### src/rtl/edge_bin_encoder.sv
module edge_bin_encoder #(
  parameter  int TAPS  = 60,
  localparam int POS_W = $clog2(TAPS),
  localparam int BIN_W = POS_W + 1
) (
  input  logic                    clk,
  input  logic                    rst_n,
  input  logic                    snap_vld,
  input  logic [TAPS-1:0]         snap,
  output logic                    bin_vld,
  output logic signed [BIN_W-1:0] bin,
  output logic                    no_edge
);

  logic [TAPS-2:0]         diff;
  logic                    found;
  logic                    rise;
  logic [POS_W-1:0]        pos;
  logic signed [BIN_W-1:0] mag;
  logic signed [BIN_W-1:0] bin_nxt;

  assign diff = snap[TAPS-1:1] ^ snap[TAPS-2:0];

  always_comb begin
    found = 1'b0;
    rise  = 1'b0;
    pos   = '0;
    for (int i = 0; i < TAPS-1; i++) begin
      if (!found && diff[i]) begin
        found = 1'b1;
        rise  = snap[i+1];
        pos   = POS_W'(i + 1);
      end
    end
  end

  assign mag     = $signed({1'b0, pos});
  assign bin_nxt = !found ? '0 : (rise ? mag : -mag);

  always_ff @(posedge clk) begin
    if (!rst_n) begin
      bin_vld <= 1'b0;
      bin     <= '0;
      no_edge <= 1'b0;
    end else begin
      bin_vld <= snap_vld;
      if (snap_vld) begin
        bin     <= bin_nxt;
        no_edge <= !found;
      end
    end
  end

endmodule

### config.mk
export PLATFORM = sky130hd
export DESIGN_NAME = edge_bin_encoder
export DESIGN_NICKNAME = d
export VERILOG_FILES = /design/src/rtl/edge_bin_encoder.sv
export SDC_FILE = /design/constraint.sdc
export NUM_CORES = 1
export LEC_CHECK = 0
export ABC_AREA = 1
export BUFFER_PORTS_ARGS = -buffer_cell sky130_fd_sc_hd__buf_2
export CORE_MARGIN = 5
export CORE_UTILIZATION = 40
export CTS_BUF_LIST = sky130_fd_sc_hd__clkbuf_4 sky130_fd_sc_hd__clkbuf_8
export CTS_CLUSTER_SIZE = 10
export DETAILED_ROUTE_END_ITERATION = 16
export PLACE_DENSITY = 0.64
export SYNTH_ARGS = -nofsm -noshare
export SYNTH_HDL_FRONTEND = slang
export SYNTH_SLANG_ARGS = --single-unit
### constraint.sdc
create_clock -name clk -period 15.8 [get_ports clk]
set_clock_uncertainty 0.05 [all_clocks]
set_input_delay 0.79 -clock clk [delete_from_list [all_inputs] [get_ports clk]]
set_output_delay 0.79 -clock clk [all_outputs]
set_load 0.005 [all_outputs]
==> qor.yml, run 1 <==
outcome:
  status: "finished clean"
global_routing:
  top_usage_layer: "met2"
  grt_usage_pct: 14.7
  grt_pass1_wl_mm: 12.7
  use_met3_pct: 2.93
  grt_util_met1_pct: 18.3
  met2_usage_pct: 27.6
  antenna_found_initial: 0
  grt_pass1_vias: 3210
  overflow: 0
  grt_max_degree: 8
power:
  p_total_w: 0.000132
  power_frac_comb_pct: 59.4
  seqPwrFrac_pct: 19.7
  clockPowerShare_pct: 20.9
  netSwitchingPower_w: 0.0000551
  p_leak_nw: 1.79
  internal-power_w: 0.0000774
  vdd_drop_max_uv: 20.7
  swShare_pct: 41.6
  pwr_density_cell_nw_per_um2: 36.7
sta:
  hold_viol: 0
  hold_ws_ps: 413
  rsz0062_at_grt: "false"
  timing.setup.tns_ps: 0
  worstMarginPinSlew_ps: 445
  slew_headroom_pct: 70.1
  min_period_ps: 7830
  min_period_over_period_pct: 49.6
  slew_violations: 0
  setup_viol: 0
  max_freq_mhz: 128
synthesis:
  syn-num-nets: 640
  synthCells: 575
  synth-seq-area-share_pct: 5.85
  ys_ff_latch: 9
  yosysWarnings: 0
  synth.avg_cell_area_um2: 5.36
  synth_edf_count: 0
  synth_cell_types: 34
  async_flop_share_pct: 0
  syn_area_um2: 3080
  synth_ff_type: "dfxtp_1"
routing:
  firstDrtPassIters: 4
  drt_iter0_drc: 127
  drcViolationCount: 0
  avgRoutedWirePerCell_um: 9.30
  totalWireLength_mm: 6.99
  via_per_inst: 4.59
  drtAntennaViolNets: 0
  vias: 3455
clocking:
  root_buffer: "clkbuf_8"
  htree_levels: 1
  post_cts_buffers: 0
  cts_num_sinks: 9
  clk_pin_slew_ps: 40
  clk_latency_ps: 230
  cts_tree: "built"
  cts_buffer_depth: 2
  cts_inserted_buffers: 3
  ctsHoldBuffers: 0
  cts_resized: 0
place:
  dpl.hpwl_mm: 6.30
  port_buffers: 71
  postPlaceCellArea_um2: 3560
  placed_cells: 748
  gp_congestion: 0.826
final_layout:
  final_common_cell: "inv_1"
  final_cells: 752
  area_growth_pct: 17.3
  final_cell_mix: "123 x inv_1, 114 x nand2_1, 73 x nor2_1"
  fillers: 870
  final_cell_area_um2: 3610
  final_layout_size_suffix_gt1_share_pct: 23.2
  nets: 716
  n_antenna_cell: 0
floorplanning:
  die_y_um: 97.8
  fp.dieW_um: 97.8
  io_pins: 72
  dieArea_um2: 9560
  initial_core_util_pct: 40.5
  std_cell_rows: 32
  core_um2: 7610
worst_hold_path:
  hold_start: "bin[2]"
  min_path_type: "register to register"
critical_path:
  worstPathMaxFanout: 6
  arrival_ps: 7940
  crit_required_ps: 15910
  path_delay_family: "simple AND/OR/NAND/NOR gates"
  cp-end-kind: "register"
  critPathKind: "primary input to register"
  cp_slowest_cell: "ha_1"
  path_common_cell: "nor2_2"
  startpoint: "snap[1]"
  worstSetupStartpointType: "primary input"
  slowest_delay_ps: 370
  worstReg2RegStart: "bin[0]"
  crit_buf_inv: 12
flow_run:
  drv_cap: 0
-- Yosys cell counts, types with 5 or more instances --
cell type	number	area, um2
dfxtp_1	9	180
a21oi_1	10	50.1
inv_2	10	37.5
nor2_1	73	274
nand2_2	9	56.3
nor2_2	18	113
nand2_1	114	428
nand3_2	6	60.1
inv_1	123	462
nor4_1	9	56.3
nand4_1	19	119
nor3_1	11	55.1
xnor2_1	55	482
nor2_4	11	124
o21ai_0	5	25.0
nand3_1	55	275
or2_2	16	100
-- stage by stage --
stage | setup slack, ps | util (%)
6_report | 7970 | 47.5
3_5_place_dp | 7710 | 46.8
3_3_place_gp | 7950 | 46.8
5_1_grt | 6910 | 47.5
4_1_cts | 7930 | 47.5
2_1_floorplan | 8610 | -
-- cells by family (layout without fill, tap and decap cells) --
kind of cell / Yosys count / count (layout) / share of synthesized area (%)
and+or+nand+nor: 350 / 350 / 56.3
buffers and inverters: 134 / 209 / 16.4
xor gates and xnor gates: 56 / 56 / 15.9
AOI/OAI and AO/OA: 24 / 24 / 4.79
DFF: 9 / 9 / 5.85
adders and majority gates: 2 / 2 / 0.812
-- power by group through the flow --
stage,Sequential [W],Combinational (W),Clock (W)
5_1_grt,0.0000264,0.0000906,0.0000299
2_1_floorplan,0.0000267,0.0000540,0
3_3_place_gp,0.0000264,0.0000786,0
3_5_place_dp,0.0000265,0.0000792,0
6_report,0.0000261,0.0000787,0.0000277
4_1_cts,0.0000261,0.0000796,0.0000283
-- state kept, by name, indices dropped and copies added (netlist names) --
register / count
no_edge: 1
bin_vld: 1
bin: 7
-- tightest hold or removal path: stages (launching register included) --
cell,delay (ps)
dfxtp_1,300
nand2_1,60
a21oi_1,50
-- layer usage --
layer	part of all wire, %	up-vias
met2	50	56
met1	45	1471
met3	5.3	0
met5	0	-
li1	-	1928
met4	0	0
-- cell type report --
class | count | area (um2) | area share, %
clock buffers | 4 | 48.8 | 1.35
inverters | 134 | 504 | 14.0
multi-input cells | 432 | 2400 | 66.3
flip-flops and latches | 9 | 180 | 4.99
well taps | 102 | 128 | 3.53
repair buffers | 71 | 355 | 9.84
-- worst paths after layout --
path | cells after the start | end | slack [ps]
hold / removal | 2 | bin[2] | 410
setup reg to reg | 2 | bin[0] | 15110
setup / recovery | 71 | bin[2] | 7970
hold reg to reg | 2 | bin[2] | 410
Note: power is estimated with default switching activity, not from simulation.
==> run 2: changes to the inputs <==
--- a/config.mk
+++ b/config.mk
@@ -5,14 +5,14 @@
 export SDC_FILE = /design/constraint.sdc
 export NUM_CORES = 1
 export LEC_CHECK = 0
-export ABC_AREA = 1
+export ABC_AREA = 0
 export BUFFER_PORTS_ARGS = -buffer_cell sky130_fd_sc_hd__buf_2
 export CORE_MARGIN = 5
 export CORE_UTILIZATION = 40
 export CTS_BUF_LIST = sky130_fd_sc_hd__clkbuf_4 sky130_fd_sc_hd__clkbuf_8
 export CTS_CLUSTER_SIZE = 10
 export DETAILED_ROUTE_END_ITERATION = 16
-export PLACE_DENSITY = 0.64
+export PLACE_DENSITY = 0.63
 export SYNTH_ARGS = -nofsm -noshare
 export SYNTH_HDL_FRONTEND = slang
 export SYNTH_SLANG_ARGS = --single-unit
==> constraint.sdc (replaced) <==
create_clock -name clk -period 7.9 [get_ports clk]
set_clock_uncertainty 0.05 [all_clocks]
set_input_delay 0.395 -clock clk [delete_from_list [all_inputs] [get_ports clk]]
set_output_delay 0.395 -clock clk [all_outputs]
set_load 0.005 [all_outputs]
==> run 2 against run 1 <==
Net effect: non-clock buffer count unchanged; synthesized area is 12% higher; register-to-register slack worse by 7900 ps; power up 110%; clock power is 99% higher; wire length up 50%; hold slack lost 32 ps; first-iteration DRC count rose by 100%; highest routed layer is now met4.
==> qor.yml, run 2 <==
sta:
  worstMarginPinSlew_ps: 609  # +164 ps
  slew_violations: 0  # unchanged
  hold_ws_ps: 381  # -32.3 ps
  setup_viol: 0  # unchanged
  max_freq_mhz: 241
  slew_headroom_pct: 58.3  # -12 points
  timing.setup.tns_ps: 0  # unchanged
  worst_slack_ps: 3740  # -4230 ps
  min_period_ps: 4160
  hold_viol: 0  # unchanged
  min_period_over_period_pct: 52.6
  rsz0062_at_grt: "false"
synthesis:
  synth_edf_count: 0  # unchanged
  post-synth-top-area-cell: "nand2_1"
  synthTopCellsByCount: "72 x nand2_1, 61 x nor2_1, 39 x a21oi_1, 39 x o21ai_0, 32 x nand3_1"
  yosys.area.top_type_share_pct: 7.83  # -7.8 points
  async_flop_share_pct: 0  # unchanged
  ys_ff_latch: 9  # unchanged
  synth.most_common_cell: "nand2_1"
  synth.avg_cell_area_um2: 6.33  # +18%
  syn_area_um2: 3450  # +12%
  ys_top_cells_by_area: "nand2_1 7.8%, nor2_1 6.6%, a21oi_1 5.7%"
  syn-num-nets: 610  # -4.7%
  synthCells: 545  # -5.2%
  synth-seq-area-share_pct: 5.22  # -0.63 points
  yosysWarnings: 0  # unchanged
  synth_ff_type: "dfxtp_1"
  synth_cell_types: 90  # +160%
global_routing:
  grt_usage_pct: 19.2  # +4.5 points
  grt_pass1_vias: 3691  # +15%
  overflow: 0  # unchanged
  grt_pass1_wl_mm: 17.2  # +35%
  grt_max_degree: 20  # +12
  antenna_found_initial: 0  # unchanged
power:
  netSwitchingPower_w: 0.000121  # +120%
  p_total_w: 0.000275  # +110%
  swShare_pct: 44.0  # +2.4 points
  internal-power_w: 0.000154  # +99%
  pwr_density_cell_nw_per_um2: 73.1  # +99%
  clockPowerShare_pct: 20.0  # -0.9 points
  p_leak_nw: 1.44  # -20%
  seqPwrFrac_pct: 19.4  # -0.3 points
  vdd_drop_max_uv: 53.2  # +160%
  power_frac_comb_pct: 60.6  # +1.2 points
critical_path:
  crit_path_end: "bin[4]"
  worstSetupStartpointType: "primary input"
  startpoint: "snap[1]"
  worstReg2RegStart: "bin[2]"
  cp-end-kind: "register"
  rr_endpoint: "bin[2]"
  reg2reg_slack_ps: 7190  # -7920 ps
  cp_slowest_cell: "ha_1"
  arrival_ps: 4220  # -3720 ps
  worstPathMaxFanout: 18  # +12
  crit_required_ps: 7970  # -7940 ps
  critPathKind: "primary input to register"
  slowest_delay_ps: 620  # +250 ps
  reg2reg_depth: 2  # unchanged
  crit_chain: "buf_2 > ha_1 > and3_2 > o2111ai_1 > or4_1 > nor2_1 > nand2_2 > nor2_4 > nand3_1 > nor2b_1 > a21oi_1 > ha_1 > nand3_1 > a21o_1 > a21oi_1 > a22o_1"
final_layout:
  largestRegisters: "bin: 7 flops, bin_vld: 1 flops, no_edge: 1 flops"
  final_cell_mix: "72 x nand2_1, 71 x buf_2, 61 x nor2_1"
  final_common_cell: "nand2_1"
  final_cell_area_um2: 3760  # +4.1%
  largest_register_ffs: 7  # unchanged
  regMostFlops: "bin"
  nets: 648  # -9.5%
  area_growth_pct: 8.96
  n_antenna_cell: 0  # unchanged
  final_layout_size_suffix_gt1_share_pct: 21.0  # -2.3 points
clocking:
  cts_tree: "built"
  cts_inserted_buffers: 3  # unchanged
  root_buffer: "clkbuf_8"
  cts_resized: 0  # unchanged
  htree_levels: 1  # unchanged
  cts_buffer_depth: 2  # unchanged
  clk_latency_ps: 230  # about the same
  cts_num_sinks: 9  # unchanged
  clk_pin_slew_ps: 40  # about the same
  ctsHoldBuffers: 0  # unchanged
  post_cts_buffers: 0  # unchanged
place:
  port_buffers: 71  # unchanged
  pre_cts_slack_ps: 3580  # -4130 ps
  postPlaceCellArea_um2: 3710  # +4.1%
  dpl.hpwl_mm: 8.47  # +34%
  gp_congestion: 0.930  # +13%
routing:
  drcViolationCount: 0  # unchanged
  avgRoutedWirePerCell_um: 15.3  # +64%
  firstDrtPassIters: 4  # unchanged
  drtAntennaViolNets: 0  # unchanged
  vias: 4233  # +23%
  drt_iter0_drc: 260  # +100%
  via_per_inst: 6.16  # +34%
  totalWireLength_mm: 10.5  # +50%
floorplanning:
  std_cell_rows: 33  # +3.1%
  dieArea_um2: 10600  # +11%
  initial_core_util_pct: 41.6  # +1.1 points
  io_pins: 72  # unchanged
  die_y_um: 103  # +5.2%
  core_um2: 8300  # +9.1%
  fp.dieW_um: 103  # +5.2%
flow_run:
  drv_cap: 0  # unchanged
worst_hold_path:
  min_path_type: "primary input to register"
outcome:
  status: "finished clean"
## run 2: cell count changes after synthesis, moves of 9 or more
cell	previous run	this run
a21oi_1	10	39
a31oi_1	1	14
clkbuf_1	0	20
inv_1	123	16
inv_2	10	1
nand2_1	114	72
nand3_1	55	32
nor2_1	73	61
nor2_2	18	0
nor2_4	11	1
nor2b_1	0	12
o21ai_0	5	39
xnor2_1	55	2
## run 2: cells by family (layout without fill, tap and decap cells)
| kind of cell | count (synthesis) | count (layout) | share of synthesized area (%) |
|---|---|---|---|
| compound gates | 188 | 188 | 39.7 |
| xor+xnor | 5 | 5 | 1.27 |
| mux | 4 | 4 | 1.16 |
| fa+ha+maj | 2 | 2 | 0.725 |
| simple gates | 282 | 282 | 43.5 |
| flops | 9 | 9 | 5.22 |
| buf+inv | 55 | 92 | 8.41 |
## run 2: power by group through the flow
| stage | clock (W) | sequential, W | combinational [W] |
|---|---|---|---|
| global placement | 0 | 0.0000541 | 0.000162 |
| finish | 0.0000550 | 0.0000533 | 0.000166 |
| floorplan | 0 | 0.0000537 | 0.000116 |
| CTS | 0.0000562 | 0.0000534 | 0.000165 |
| detailed placement | 0 | 0.0000541 | 0.000164 |
| global route | 0.0000589 | 0.0000537 | 0.000186 |
## run 2: per-stage QoR
stage | std cells | utilization (%)
6_report | 687 | 45.3
5_1_grt | 687 | 45.3
4_1_cts | 687 | 45.3
3_5_place_dp | 683 | 44.7
3_3_place_gp | 683 | 44.7
2_1_floorplan | 545 | -
## run 2: worst min-delay path by stage
stage / startpoint / to / slack [ps] / cells after the start
floorplan: bin[1] / bin[1] / 390 / 2
global placement: bin[1] / bin[1] / 390 / 2
detailed placement: bin[1] / bin[1] / 410 / 2
CTS: rst_n / bin[0] / 380 / 2
global route: rst_n / bin[0] / 400 / 2
finish: rst_n / bin[0] / 380 / 2
## run 2: final cells by class
cell class / count / area, um2
well taps: 105 / 131
inverters: 17 / 63.8
flip-flops and latches: 9 / 180
multi-input cells: 481 / 2980
repair buffers: 71 / 355
fillers: 895 / 4540
clock buffers: 4 / 48.8
## run 2: critical path: cells and delay by family
kind	cells	cell delay [ps]
buf+inv	1	160
fa+ha+maj	2	870
simple gates	8	2020
compound gates	5	780
## run 2: per-layer routing
layer	track usage (%)	wire length, um
met5	0	0
met4	4.18	142
met3	0.474	479
met2	31.5	4890
met1	28.0	4970
==> run 3: changes to the inputs <==
==> constraint.sdc (replaced) <==
create_clock -name clk -period 4.1 [get_ports clk]
set_clock_uncertainty 0.05 [all_clocks]
set_input_delay 0.205 -clock clk [delete_from_list [all_inputs] [get_ports clk]]
set_output_delay 0.205 -clock clk [all_outputs]
set_load 0.005 [all_outputs]
==> run 3 against run 2 <==
Net effect: combinational power up 94%; critical path type unchanged; flip-flop and latch count unchanged; final cell count increased by 0.73%; non-clock buffer count is 5 higher; cell area up 1.0%; hold slack lost 190 ps; setup slack worse by 3400 ps; sequential power increased by 93%; sequential share of layout area about the same; power rose by 93%.
==> qor.yml, run 3 (synthesis gave the netlist of run 2 again) <==
outcome:
  status: "finished clean"
floorplanning:
  std_cell_rows: 33  # unchanged
  fp.dieW_um: 103  # unchanged
  io_pins: 72  # unchanged
  die_y_um: 103  # unchanged
  core_um2: 8300  # unchanged
  initial_core_util_pct: 41.6  # unchanged
  dieArea_um2: 10600  # unchanged
sta:
  timing.setup.tns_ps: 0  # unchanged
  worstMarginPinSlew_ps: 707  # +98.2 ps
  setup_viol: 0  # unchanged
  max_freq_mhz: 265
  min_period_ps: 3780
  worst_slack_ps: 321  # -3420 ps
  slew_headroom_pct: 51.6  # -6.7 points
  min_period_over_period_pct: 92.2
  rsz0062_at_grt: "false"
  slew_violations: 0  # unchanged
  hold_viol: 0  # unchanged
global_routing:
  grt_usage_pct: 19.5  # +0.27 points
  grt_max_degree: 17  # -15%
  antenna_found_initial: 0  # unchanged
  grt_pass1_vias: 3782  # +2.5%
  grt_pass1_wl_mm: 17.5  # +1.8%
  overflow: 0  # unchanged
final_layout:
  largestRegisters: "bin: 7 flops, bin_vld: 1 flops, no_edge: 1 flops"
  final_layout_size_suffix_gt1_share_pct: 21.6  # +0.67 points
  final_cell_mix: "72 x nand2_1, 71 x buf_2, 61 x nor2_1"
  regMostFlops: "bin"
  final_cells: 692  # +0.73%
  fillers: 893  # -0.22%
  seq_area_um2: 180  # unchanged
  largest_register_ffs: 7  # unchanged
  area_growth_pct: 10.0
  final_common_cell: "nand2_1"
  n_antenna_cell: 0  # unchanged
  multiInputGateArea_um2: 2980  # unchanged
  nets: 653  # +0.77%
power:
  vdd_drop_max_uv: 64.1  # +20%
  p_leak_nw: 1.47  # +1.8%
  pwr_density_cell_nw_per_um2: 140  # +91%
clocking:
  clk_pin_slew_ps: 40  # about the same
  cts_num_sinks: 9  # unchanged
  root_buffer: "clkbuf_8"
  cts_resized: 0  # unchanged
  cts_inserted_buffers: 3  # unchanged
  cts_buffer_depth: 2  # unchanged
  htree_levels: 1  # unchanged
  ctsHoldBuffers: 0  # unchanged
  clk_latency_ps: 220  # about the same
  cts_tree: "built"
  post_cts_buffers: 0  # unchanged
critical_path:
  arrival_ps: 3850  # -370 ps
  worstSetupStartpointType: "primary input"
  crit_required_ps: 4170  # -3800 ps
  cp-end-kind: "register"
  slowest_delay_ps: 580  # -40 ps
  critPathKind: "primary input to register"
  worstPathMaxFanout: 11  # -7
  cp_slowest_cell: "or4_1"
  crit_chain: "buf_2 > or3_4 > o32ai_4 > nand2_1 > or4_1 > nor2_1 > nand2_2 > nor2_4 > nand3_1 > o221ai_1 > a21oi_1 > ha_1 > nand3_1 > a21o_1 > a21oi_1 > a22o_1"
  reg2reg_slack_ps: 3380  # -3810 ps
place:
  pre_cts_slack_ps: 75.6  # -3510 ps
  gp_congestion: 0.949  # +2.1%
  placed_cells: 688  # +0.73%
  dpl.hpwl_mm: 8.56  # +1.1%
  port_buffers: 71  # unchanged
routing:
  vias: 4245  # +0.28%
  firstDrtPassIters: 5  # +1
  totalWireLength_mm: 10.5  # -0.20%
  drt_iter0_drc: 267  # +2.7%
  drcViolationCount: 0  # unchanged
  drtAntennaViolNets: 0  # unchanged
  via_per_inst: 6.13  # -0.44%
  avgRoutedWirePerCell_um: 15.1  # -0.92%
worst_hold_path:
  min_path_type: "primary input to register"
flow_run:
  drv_cap: 0  # unchanged
[run 3: worst max-delay path, delay by kind of cell]
family,cells,cell delay [ps]
buf+inv,1,150
compound gates,6,1180
fa+ha+maj,1,240
simple gates,8,2070
[run 3: metal layers]
layer | routed length [um] | track usage, % | up-vias
li1 | - | - | 2169
met1 | 4930 | 28.4 | 1943
met2 | 4890 | 32.0 | 125
met3 | 558 | 0.880 | 8
met4 | 74 | 3.49 | 0
met5 | 0 | 0 | -
[run 3: path summary, 6_finish.rpt]
kind            start      to  cells past startpoint
max          snap[15]  bin[4]                     16
min             rst_n  bin[0]                      2
max reg2reg    bin[2]  bin[2]                      2
min reg2reg    bin[1]  bin[1]                      2
[run 3: cell type report]
type                    count  share of cell area [%]
flip-flops and latches      9                    4.74
clock buffers               4                    1.29
multi-input cells         481                    78.5
well taps                 105                    3.46
inverters                  17                    1.68
repair buffers             76                    10.3
[run 3: stage by stage]
step | area, um2 | hold WS, ps | utilization (%) | power, W
detailed placement | 3750 | 405 | 45.2 | 0.000422
CTS | 3800 | 192 | 45.8 | 0.000531
global route | 3800 | 207 | 45.8 | 0.000578
finish | 3800 | 193 | 45.8 | 0.000530
floorplan | 3450 | 299 | - | 0.000326
global placement | 3750 | 410 | 45.2 | 0.000417
[run 3: power by group]
group          switching, W  total (W)  internal (W)
sequential       0.00000559   0.000103     0.0000970
combinational      0.000194   0.000322      0.000128
clock             0.0000319   0.000106     0.0000741
total              0.000231   0.000530      0.000299
